### src/rtl/freq_seq_pkg.sv
package freq_seq_pkg;

  typedef enum logic [2:0] {
    ST_IDLE,
    ST_WAIT_ACK,
    ST_PRE_CHG,
    ST_CHG_ON,
    ST_BYP_HOLD,
    ST_SETTLE,
    ST_DONE
  } seq_state_e;

  typedef enum logic [1:0] {
    LD_ACT,
    LD_BYP,
    LD_HOLD,
    LD_SETTLE
  } load_sel_e;

  typedef struct packed {
    logic      load;
    load_sel_e sel;
  } seq_cmd_t;

  localparam logic [7:0] CODE_FULL  = 8'h01;
  localparam logic [7:0] CODE_HALF  = 8'h02;
  localparam logic [7:0] CODE_DIV32 = 8'h20;
  localparam logic [7:0] CODE_MASK  = CODE_FULL | CODE_HALF | CODE_DIV32;

  localparam int ADR_CTRL    = 0;
  localparam int ADR_ACT     = 1;
  localparam int ADR_BYP     = 2;
  localparam int ADR_SETTLE  = 3;
  localparam int ADR_LATENCY = 4;
  localparam int ADR_STATUS  = 5;

endpackage

### src/rtl/freq_seq_datapath.sv
module freq_seq_datapath
  import freq_seq_pkg::*;
#(
  parameter int DATA_W      = 32,
  parameter int ADDR_W      = 3,
  parameter int ACT_W       = 8,
  parameter int BYP_W       = 16,
  parameter int SETTLE_W    = 32,
  parameter int LAT_W       = 32,
  parameter int CNT_W       = 32,
  parameter int HOLD_CYCLES = 4
) (
  input  logic              clk,
  input  logic              rstN,
  input  logic              wrEn,
  input  logic [ADDR_W-1:0] wrAddr,
  input  logic [DATA_W-1:0] wrData,
  input  logic [ADDR_W-1:0] rdAddr,
  output logic [DATA_W-1:0] rdData,
  input  logic              busy,
  input  seq_cmd_t          cmd,
  output logic              trig,
  output logic              cntDone
);

  localparam int CTRL_W = 8;

  logic [CTRL_W-1:0]   ctrlReg;
  logic [ACT_W-1:0]    actDly;
  logic [BYP_W-1:0]    bypDly;
  logic [SETTLE_W-1:0] settleDly;
  logic [LAT_W-1:0]    latVal;
  logic [CNT_W-1:0]    cnt;
  logic [CNT_W-1:0]    loadVal;

  logic [CTRL_W-1:0] ctrlNew;
  logic [CTRL_W-1:0] ctrlRise;
  logic              ctrlWr;
  logic              newOneHot;

  assign ctrlWr    = wrEn && (wrAddr == ADDR_W'(ADR_CTRL));
  assign ctrlNew   = wrData[CTRL_W-1:0] & CODE_MASK;
  assign ctrlRise  = ctrlNew & ~ctrlReg;
  assign newOneHot = (ctrlNew != '0) && ((ctrlNew & (ctrlNew - 1'b1)) == '0);
  assign trig      = ctrlWr && (ctrlRise != '0) && newOneHot;

  always_ff @(posedge clk or negedge rstN) begin
    if (!rstN) begin
      ctrlReg   <= '0;
      actDly    <= '1;
      bypDly    <= '1;
      settleDly <= '1;
      latVal    <= '1;
    end else if (wrEn) begin
      case (int'(wrAddr))
        ADR_CTRL:    ctrlReg   <= ctrlNew;
        ADR_ACT:     actDly    <= wrData[ACT_W-1:0];
        ADR_BYP:     bypDly    <= wrData[BYP_W-1:0];
        ADR_SETTLE:  settleDly <= wrData[SETTLE_W-1:0];
        ADR_LATENCY: latVal    <= wrData[LAT_W-1:0];
        default:     ;
      endcase
    end
  end

  always_comb begin
    unique case (cmd.sel)
      LD_ACT:    loadVal = CNT_W'(actDly);
      LD_BYP:    loadVal = CNT_W'(bypDly);
      LD_HOLD:   loadVal = CNT_W'(HOLD_CYCLES);
      LD_SETTLE: loadVal = CNT_W'(settleDly);
    endcase
  end

  always_ff @(posedge clk or negedge rstN) begin
    if (!rstN)              cnt <= '0;
    else if (cmd.load)      cnt <= loadVal;
    else if (cnt != '0)     cnt <= cnt - 1'b1;
  end

  assign cntDone = (cnt <= CNT_W'(1));

  always_comb begin
    rdData = '0;
    case (int'(rdAddr))
      ADR_CTRL:    rdData = DATA_W'(ctrlReg);
      ADR_ACT:     rdData = DATA_W'(actDly);
      ADR_BYP:     rdData = DATA_W'(bypDly);
      ADR_SETTLE:  rdData = DATA_W'(settleDly);
      ADR_LATENCY: rdData = DATA_W'(latVal);
      ADR_STATUS:  rdData = DATA_W'(busy);
      default:     rdData = '0;
    endcase
  end

  // the phase counter steps down by exactly one while no reload occurs
  p_count_step_r7: assert property (@(posedge clk) disable iff (!rstN)
    (!cmd.load && cnt > CNT_W'(1)) |=> (cnt == $past(cnt) - 1'b1));

  // a drained counter stays at zero until reloaded
  p_count_floor_r10: assert property (@(posedge clk) disable iff (!rstN)
    (!cmd.load && cnt == '0) |=> (cnt == '0));

  // no reserved control bit is ever held
  p_ctrl_reserved_r2: assert property (@(posedge clk) disable iff (!rstN)
    (ctrlReg & ~CODE_MASK) == '0);

endmodule

### src/rtl/freq_seq_control.sv
module freq_seq_control
  import freq_seq_pkg::*;
#(
  parameter int STROBE_W = 3
) (
  input  logic                clk,
  input  logic                rstN,
  input  logic                trig,
  input  logic                freezeAck,
  input  logic                cntDone,
  output seq_cmd_t            cmd,
  output logic                busy,
  output logic [STROBE_W-1:0] clkChangeN,
  output logic                pllBypass,
  output logic                freezeN
);

  seq_state_e state;
  seq_state_e nxt;
  logic       chgQ;
  logic       bypQ;
  logic       frzQ;

  always_comb begin
    nxt      = state;
    cmd.load = 1'b0;
    cmd.sel  = LD_ACT;
    unique case (state)
      ST_IDLE: begin
        if (trig) nxt = ST_WAIT_ACK;
      end
      ST_WAIT_ACK: begin
        if (freezeAck) begin
          nxt      = ST_PRE_CHG;
          cmd.load = 1'b1;
          cmd.sel  = LD_ACT;
        end
      end
      ST_PRE_CHG: begin
        if (cntDone) begin
          nxt      = ST_CHG_ON;
          cmd.load = 1'b1;
          cmd.sel  = LD_BYP;
        end
      end
      ST_CHG_ON: begin
        if (cntDone) begin
          nxt      = ST_BYP_HOLD;
          cmd.load = 1'b1;
          cmd.sel  = LD_HOLD;
        end
      end
      ST_BYP_HOLD: begin
        if (cntDone) begin
          nxt      = ST_SETTLE;
          cmd.load = 1'b1;
          cmd.sel  = LD_SETTLE;
        end
      end
      ST_SETTLE: begin
        if (cntDone) nxt = ST_DONE;
      end
      ST_DONE: nxt = ST_IDLE;
      default: nxt = ST_IDLE;
    endcase
  end

  always_ff @(posedge clk or negedge rstN) begin
    if (!rstN) begin
      state <= ST_IDLE;
      chgQ  <= 1'b0;
      bypQ  <= 1'b0;
      frzQ  <= 1'b0;
    end else begin
      state <= nxt;
      chgQ  <= (nxt == ST_CHG_ON) || (nxt == ST_BYP_HOLD);
      bypQ  <= (nxt == ST_BYP_HOLD);
      frzQ  <= (nxt != ST_IDLE) && (nxt != ST_DONE);
    end
  end

  assign busy       = (state != ST_IDLE);
  assign clkChangeN = {STROBE_W{~chgQ}};
  assign pllBypass  = bypQ;
  assign freezeN    = ~frzQ;

  // an idle sequencer drives every output inactive
  p_idle_quiet_r1: assert property (@(posedge clk) disable iff (!rstN)
    !busy |-> (clkChangeN == '1 && !pllBypass && freezeN));

  // a qualifying write in idle starts the freeze on the next edge
  p_trig_starts_r3: assert property (@(posedge clk) disable iff (!rstN)
    (state == ST_IDLE && trig) |=> (busy && !freezeN));

  // busy only ever rises in response to a trigger
  p_busy_cause_r5: assert property (@(posedge clk) disable iff (!rstN)
    $rose(busy) |-> $past(trig));

  // without acknowledge the sequencer keeps waiting
  p_ack_gate_r6: assert property (@(posedge clk) disable iff (!rstN)
    (state == ST_WAIT_ACK && !freezeAck) |=> (state == ST_WAIT_ACK && clkChangeN == '1));

  // bypass only while strobes are asserted and freeze is held
  p_bypass_inside_r8: assert property (@(posedge clk) disable iff (!rstN)
    pllBypass |-> (clkChangeN == '0 && !freezeN));

  // strobes and bypass release on the same edge
  p_release_together_r9: assert property (@(posedge clk) disable iff (!rstN)
    $rose(clkChangeN[0]) |-> $fell(pllBypass));

endmodule

### src/rtl/freq_step_sequencer.sv
module freq_step_sequencer
  import freq_seq_pkg::*;
#(
  parameter int DATA_W      = 32,
  parameter int ADDR_W      = 3,
  parameter int ACT_W       = 8,
  parameter int BYP_W       = 16,
  parameter int SETTLE_W    = 32,
  parameter int LAT_W       = 32,
  parameter int STROBE_W    = 3,
  parameter int HOLD_CYCLES = 4
) (
  input  logic                clk,
  input  logic                rstN,
  input  logic                wrEn,
  input  logic [ADDR_W-1:0]   wrAddr,
  input  logic [DATA_W-1:0]   wrData,
  input  logic [ADDR_W-1:0]   rdAddr,
  output logic [DATA_W-1:0]   rdData,
  input  logic                freezeAck,
  output logic [STROBE_W-1:0] clkChangeN,
  output logic                pllBypass,
  output logic                freezeN,
  output logic                busy
);

  localparam int W_AB  = (ACT_W > BYP_W) ? ACT_W : BYP_W;
  localparam int W_ABS = (W_AB > SETTLE_W) ? W_AB : SETTLE_W;
  localparam int CNT_W = (W_ABS > $clog2(HOLD_CYCLES + 1)) ? W_ABS : $clog2(HOLD_CYCLES + 1);

  seq_cmd_t cmd;
  logic     trig;
  logic     cntDone;

  freq_seq_datapath #(
    .DATA_W(DATA_W), .ADDR_W(ADDR_W), .ACT_W(ACT_W), .BYP_W(BYP_W),
    .SETTLE_W(SETTLE_W), .LAT_W(LAT_W), .CNT_W(CNT_W), .HOLD_CYCLES(HOLD_CYCLES)
  ) u_dp (
    .clk(clk), .rstN(rstN), .wrEn(wrEn), .wrAddr(wrAddr), .wrData(wrData),
    .rdAddr(rdAddr), .rdData(rdData), .busy(busy), .cmd(cmd),
    .trig(trig), .cntDone(cntDone)
  );

  freq_seq_control #(
    .STROBE_W(STROBE_W)
  ) u_ctl (
    .clk(clk), .rstN(rstN), .trig(trig), .freezeAck(freezeAck), .cntDone(cntDone),
    .cmd(cmd), .busy(busy), .clkChangeN(clkChangeN), .pllBypass(pllBypass),
    .freezeN(freezeN)
  );

endmodule

### config.mk
export PLATFORM = sky130hd
export DESIGN_NAME = freq_step_sequencer
export DESIGN_NICKNAME = d
export VERILOG_FILES = /design/src/rtl/freq_seq_pkg.sv /design/src/rtl/freq_seq_datapath.sv /design/src/rtl/freq_seq_control.sv /design/src/rtl/freq_step_sequencer.sv
export SDC_FILE = /design/constraint.sdc
export NUM_CORES = 1
export LEC_CHECK = 0
export BUFFER_PORTS_ARGS = -buffer_cell sky130_fd_sc_hd__buf_2
export CELL_PAD_IN_SITES_DETAIL_PLACEMENT = 1
export CELL_PAD_IN_SITES_GLOBAL_PLACEMENT = 1
export CORE_ASPECT_RATIO = 0.6
export CORE_UTILIZATION = 42
export CTS_CLUSTER_SIZE = 16
export DETAILED_ROUTE_END_ITERATION = 6
export PLACE_DENSITY_LB_ADDON = 0.2
export RECOVER_POWER = 50
export REMOVE_ABC_BUFFERS = 1
export SYNTH_ARGS = -nofsm -noshare
export SYNTH_HDL_FRONTEND = slang
export SYNTH_SLANG_ARGS = --single-unit
### constraint.sdc
create_clock -name clk -period 2.2 [get_ports clk]
set_clock_uncertainty 0.05 [all_clocks]
set_input_delay 0.33 -clock clk [delete_from_list [all_inputs] [get_ports clk]]
set_output_delay 0.33 -clock clk [all_outputs]
set_load 0.005 [all_outputs]
# Yosys cells after proc, flatten, opt, wreduce, memory -nomap -nowiden
# Cells that the tools add are included.
[word_totals]
ff_bits = 129
wordCells = 76
out_inout_bits = 38
input_bits = 42
[classes]
bitwise = 5
reduce_logical = 22
eq_ne = 20
muxes = 16
n_lt_le_gt_ge = 1
addsub = 2
[ops]
columns = ["cell", "count"]
rows = [
  ["32-bit one-hot mux with 6 select lines", 1],
  ["32-bit one-hot mux with 4 select lines", 1],
  ["32-bit 2-to-1 mux", 2],
  ["32-bit by 1-bit <= comparator with 1-bit output (second input constant)", 1],
  ["32-bit nonzero test", 1],
  ["32-bit by 1-bit subtractor with 32-bit output (second input constant)", 1],
  ["3-bit 2-to-1 mux", 10],
  ["3-bit by 2-bit equality test with 1-bit output (second input constant)", 7],
  ["3-bit equality test (second input constant)", 6],
  ["3-bit one-hot mux with 6 select lines", 1],
  ["6-bit by 8-bit bitwise AND with 8-bit output", 2],
  ["8-bit nonzero test", 2],
  ["3-bit one-hot mux with 4 select lines", 1],
  ["2-bit AND reduction", 5],
  ["3-bit by 1-bit equality test with 1-bit output (second input constant)", 3],
  ["3-bit logical NOT", 3],
  ["8-bit logical NOT", 1],
  ["6-bit NOT with 8-bit output", 1],
  ["6-bit by 1-bit subtractor with 7-bit output (second input constant)", 1],
  ["3-bit nonzero test", 2],
  ["1-bit logical AND", 5],
  ["2-bit equality test (second input constant)", 2],
  ["3-bit inequality test (second input constant)", 1],
  ["2-bit by 1-bit equality test with 1-bit output (second input constant)", 1],
  ["4 further kinds", 5],
]

# Longest topological paths before layout
[depth]
depth_word = 9
mapped_depth = 8
mapped_depth_nobuf = 7

# Modules after synthesis
# From an unflattened synthesis, not the netlist that was laid out.
[unflattened]
cells_unflattened = 594
hier_area_um2 = 6815.3
[modules_own_cells]
columns = ["mod", "cells_each", "area_each_um2", "seq_area_each_um2", "n_inst"]
rows = [
  ["freq_seq_datapath", 555, 6447.4, 3188.1, 1],
  ["freq_seq_control", 39, 367.9, 150.1, 1],
]

# Least setup slack after synthesis
# No wires, ideal clock.
[synth_path]
kind = "reg2reg"
from = "register u_dp.cnt[0]"
to = "register u_dp.cnt[26]"
synth_period_minus_slack_ps = 2212
slack_ps = -12
setup_time_ps = 77
path_buffers = 1
required_ps = 2073
t_arrival_ps = 2085
path_stages_with_launch = 9
path_cell_list = "dfrtp_1 inv_1 ha_1 or2_2 o2111a_1 a31oi_1 clkbuf_1 o21ai_0 a21oi_1"
[synth_between]
elab_chain_cells = 6
word_cells_on_any_way = 15
cone_classes = "1 x add/sub; 1 x order compare; 3 x eq/ne; 7 x mux; 3 x reduce/logical"
[synth_rtl]
columns = ["element", "line_no", "text"]
rows = [
  ["start: declaration", "freq_seq_datapath.sv:33", "logic [CNT_W-1:0] cnt;"],
  ["start signal: assignment", "freq_seq_datapath.sv:77", "else if (cmd.load) cnt <= loadVal;"],
  ["start signal: assignment", "freq_seq_datapath.sv:78", "else if (cnt != '0) cnt <= cnt - 1'b1;"],
  ["32-bit by 1-bit <= comparator with 1-bit output", "freq_seq_datapath.sv:81", "assign cntDone = (cnt <= CNT_W'(1));"],
  ["3-bit 2-to-1 mux, on equally long branches", "freq_seq_control.sv:54, freq_seq_control.sv:40, freq_seq_control.sv:47", ""],
  ["3-bit one-hot mux with 4 select lines", "freq_seq_control.sv:28", "unique case (state)"],
  ["2-bit equality test (tied with other cells)", "freq_seq_datapath.sv:67", "unique case (cmd.sel)"],
  ["32-bit one-hot mux with 4 select lines", "freq_seq_datapath.sv:67", ""],
  ["32-bit 2-to-1 mux", "freq_seq_datapath.sv:77", ""],
]
# Parallel ways exist; a longest one is shown, timed or not. The select of a mux whose other input is x is not followed.
# A chain may end at the register's enable or synchronous reset.

# Worst setup path in the final report
[layout_path]
from = "register u_dp.cnt[6]"
to = "register u_dp.cnt[25]"
# Same word-level chain as after synthesis.

==> reports/metrics.csv <==
stage,metric,value,unit
worst_setup_path,critical path depth,7,
timing,RSZ-0062 raised after global routing,yes,
clock_tree,cts bufs inserted,17,
layout,Reg area,3340,sq um
power_and_ir_drop,power per standard cell area,1180,nW/um^2
timing,Fin Hold WS,0.0907,ns
clock_tree,CTS tree,done,
logic_synthesis,Synth area leader,dfstp_2,
floorplan,I/O pin cnt,80,
clock_tree,clk_lat worst skew,0.43,ns
worst_setup_path,R2R Setup Slk,-0.02,ns
layout,Area Growth Syn to Fin,24.5,%
logic_synthesis,Synth Instances,594,
floorplan,Chip Height,101,microns
layout,footprint of the multi-input gates,3410,sq um
logic_synthesis,asr flop ratio synth,1.00,
routing,Iteration-0 DRC Markers,262,
timing,"Slew Viols, Final",0,
clock_tree,Clock Path Buffers,2,
timing,"Min Clock Period, post-route",2.22,ns
logic_synthesis,Seq cells post-synth,129,
layout,fill count,1635,
worst_setup_path,WP data required,2.45,ns
clock_tree,Clock transition at path regs,0.07,ns
worst_setup_path,Worst Path Arrival,2.47,ns
timing,Least-Margin Pin Slew,1.09,ns
routing,vias per inst,5.91,
run_status,outcome,finished with violations,
timing,Slew HR,0.273,
worst_setup_path,FF-to-FF Start,u_dp.cnt[6],
global_route,largest net degree at the start of global routing,59,
logic_synthesis,register area share after synthesis,0.488,
routing,Pre-Repair DR Iteration Count,4,
logic_synthesis,"count leader, synth",mux2_2,
run_status,failing checks,negative setup slack,
layout,layout cell share with drive strength beyond 1,0.526,
power_and_ir_drop,maximum VDD drop,543,uV
place,DP Area,7720,sq um
worst_hold_path,Cells on Worst Hold Path,2,
logic_synthesis,Mean Syn Cell Area,11.5,sq um
timing,Fmax achieved,0.451,GHz
worst_setup_path,worst path cell trace,or4_4 -> nor3_4 -> nand3_2 -> nor4_4 -> buf_4 -> buf_4 -> a21oi_1,
timing,Final setup viols,11,
global_route,global-route usage over all layers,0.252,
global_route,first-pass GRT wire length,32.4,mm
worst_setup_path,CP Class,reg2reg,
logic_synthesis,most frequent cells after synthesis,"mux2_2, dfstp_2, dfrtp_1, nand2_1, nor2_1",
layout,fin nets,754,
logic_synthesis,share of the synthesized area in the top cell type,0.338,
logic_synthesis,Main synth FF type,dfstp_2,
worst_setup_path,cell family with most CP delay,simple AND/OR/NAND/NOR gates,
floorplan,die outline area,16800,sq um
routing,routed length per instance,22.0,microns
layout,post-layout util,0.545,
worst_setup_path,Setup crit end kind,flip-flop,
worst_setup_path,WP buf/inv,2,
worst_setup_path,critical path's slowest cell,or4_4,
timing,"Hold Vio Cnt, Final",0,
worst_setup_path,crit-path most repeated cell,buf_4,
floorplan,row cnt,35,
power_and_ir_drop,Leak Pwr,0.00353,uW
clock_tree,CTS H-tree depth,4,
routing,final wirelength,20.3,mm
worst_setup_path,reg2reg path depth,7,
timing,Tcrit/Tclk final,1.01,
place,pre-CTS setup slack,-0.0973,ns
place,PortBufs,79,
floorplan,chip width,167,microns
global_route,number of global-route vias before repair,5910,
power_and_ir_drop,Final Power,10000,uW
worst_setup_path,biggest cell delay along the critical path,0.62,ns
place,Final Wtd Congestion,0.876,
routing,# DRC,0,
worst_setup_path,Worst Path Max Fanout,6,
clock_tree,Sink Count,129,
layout,fin area,8510,sq um
logic_synthesis,Area contributors post-synth,"dfstp_2, mux2_2, dfrtp_1, a22oi_1, a22o_1",
clock_tree,CTS root buffer,clkbuf_16,
logic_synthesis,"EDFF count, synth",0,
global_route,initial antenna violation count,0,
logic_synthesis,synthesized area,6840,sq um
floorplan,Initial Utilization,0.437,
layout,# diodes,0,
worst_setup_path,Critical R2R Capture,u_dp.cnt[25],
global_route,gr ovfl total,0,
routing,vias,5467,
worst_setup_path,critical path launch point,u_dp.cnt[6],
routing,post-route ant nets,0,
worst_hold_path,hold crit path type,in2reg,
worst_setup_path,Worst Setup EP,u_dp.cnt[25],
floorplan,Core Region,15600,sq um
job,Max Cap Viol,0,
worst_setup_path,Worst Setup Start Kind,flip-flop,
logic_synthesis,Synth cell types,60,
timing,final worst slack,-0.0188,ns
logic_synthesis,Synth Warn #,0,
place,DP HPWL,13.3,mm
==> layer usage <==
layer / share of wire / track usage
met5: 0 / 0
met4: 0.017 / 0.101
met3: 0.042 / 0.0440
met2: 0.48 / 0.417
met1: 0.46 / 0.331
==> where the power goes <==
group | switching, uW | leakage, uW | internal, uW
registers | 732 | 0.00144 | 3290
clock network | 1160 | 0.000293 | 1750
logic | 1580 | 0.00180 | 1530
total | 3480 | 0.00353 | 6570
==> worst min-delay path by stage <==
stage | from | endpoint | slack [ns]
floorplan | rstN | u_ctl.chgQ | -0.02
global placement | rstN | u_dp.ctrlReg[1] | 0.25
detailed placement | rstN | u_dp.ctrlReg[1] | 0.26
CTS | wrData[27] | u_dp.settleDly[27] | 0.08
global route | wrData[17] | u_dp.latVal[17] | 0.1
finish | wrData[20] | u_dp.settleDly[20] | 0.09
==> repair_timing <==
item	in CTS	in global routing
setup endpoints to repair	30	31
hold buffers	1	0
buffers inserted	7	6
pin swaps	4	6
hold endpoints to repair	10	0
cloned	0	1
resized for setup	9	23
==> registers in the layout (all words and copies together), names as in the netlist <==
name and flops:
u_ctl.state 3, u_dp.latVal 32, u_dp.settleDly 32, u_dp.cnt 32
u_dp.actDly 8, u_ctl.pllBypass 1, u_ctl.frzQ 1, u_dp.ctrlReg 3
u_dp.bypDly 16, u_ctl.chgQ 1
==> layout make-up <==
class / instances / area share
flip-flops and latches: 129 / 0.392
multi-input cells: 420 / 0.400
repair buffers: 134 / 0.104
clock buffers: 18 / 0.0529
inverters: 7 / 0.00309
well taps: 203 / 0.0298
clock inverters: 14 / 0.0178
==> cell families after synthesis <==
group | count (synthesis) | synth area share
flops | 129 | 0.488
fa+ha+maj | 3 | 0.00549
buf+inv | 45 | 0.0287
compound gates | 146 | 0.151
simple gates | 152 | 0.137
xor+xnor | 16 | 0.0205
mux | 103 | 0.170
==> cell usage in the layout (no fill, tap or decap), types with 6 or more instances in the layout <==
master     netlist  final
nor2_1          34     34
o22ai_1         11     11
nor4_2           4      6
dfrtp_1         41     39
nor4_1           8      6
nand2_1         41     39
a22o_1          27     27
nor2b_1          6      6
o31a_1          11     11
o21ai_0         23     23
xnor2_1         15     15
a22oi_1         33     33
inv_1            7      7
nand4_1          6      6
mux2_2          92     91
a21oi_1         21     21
nor4_4           6      6
dfstp_2         88     88
buf_2            4     77
nor3_1           9      8
clkbuf_16        0     18
buf_4            2     40
mux2i_1         10     10
buf_12           0      6
nand3_1          8      6
==> metrics by stage <==
step	cells	TNS (ns)
after floorplan	556	-44.18
final	925	-0.0781
after global placement	878	0
after CTS	918	-0.0200
after detailed placement	878	-1.93
after global routing	925	-1.15
Note: power is estimated with default switching activity, not from simulation.
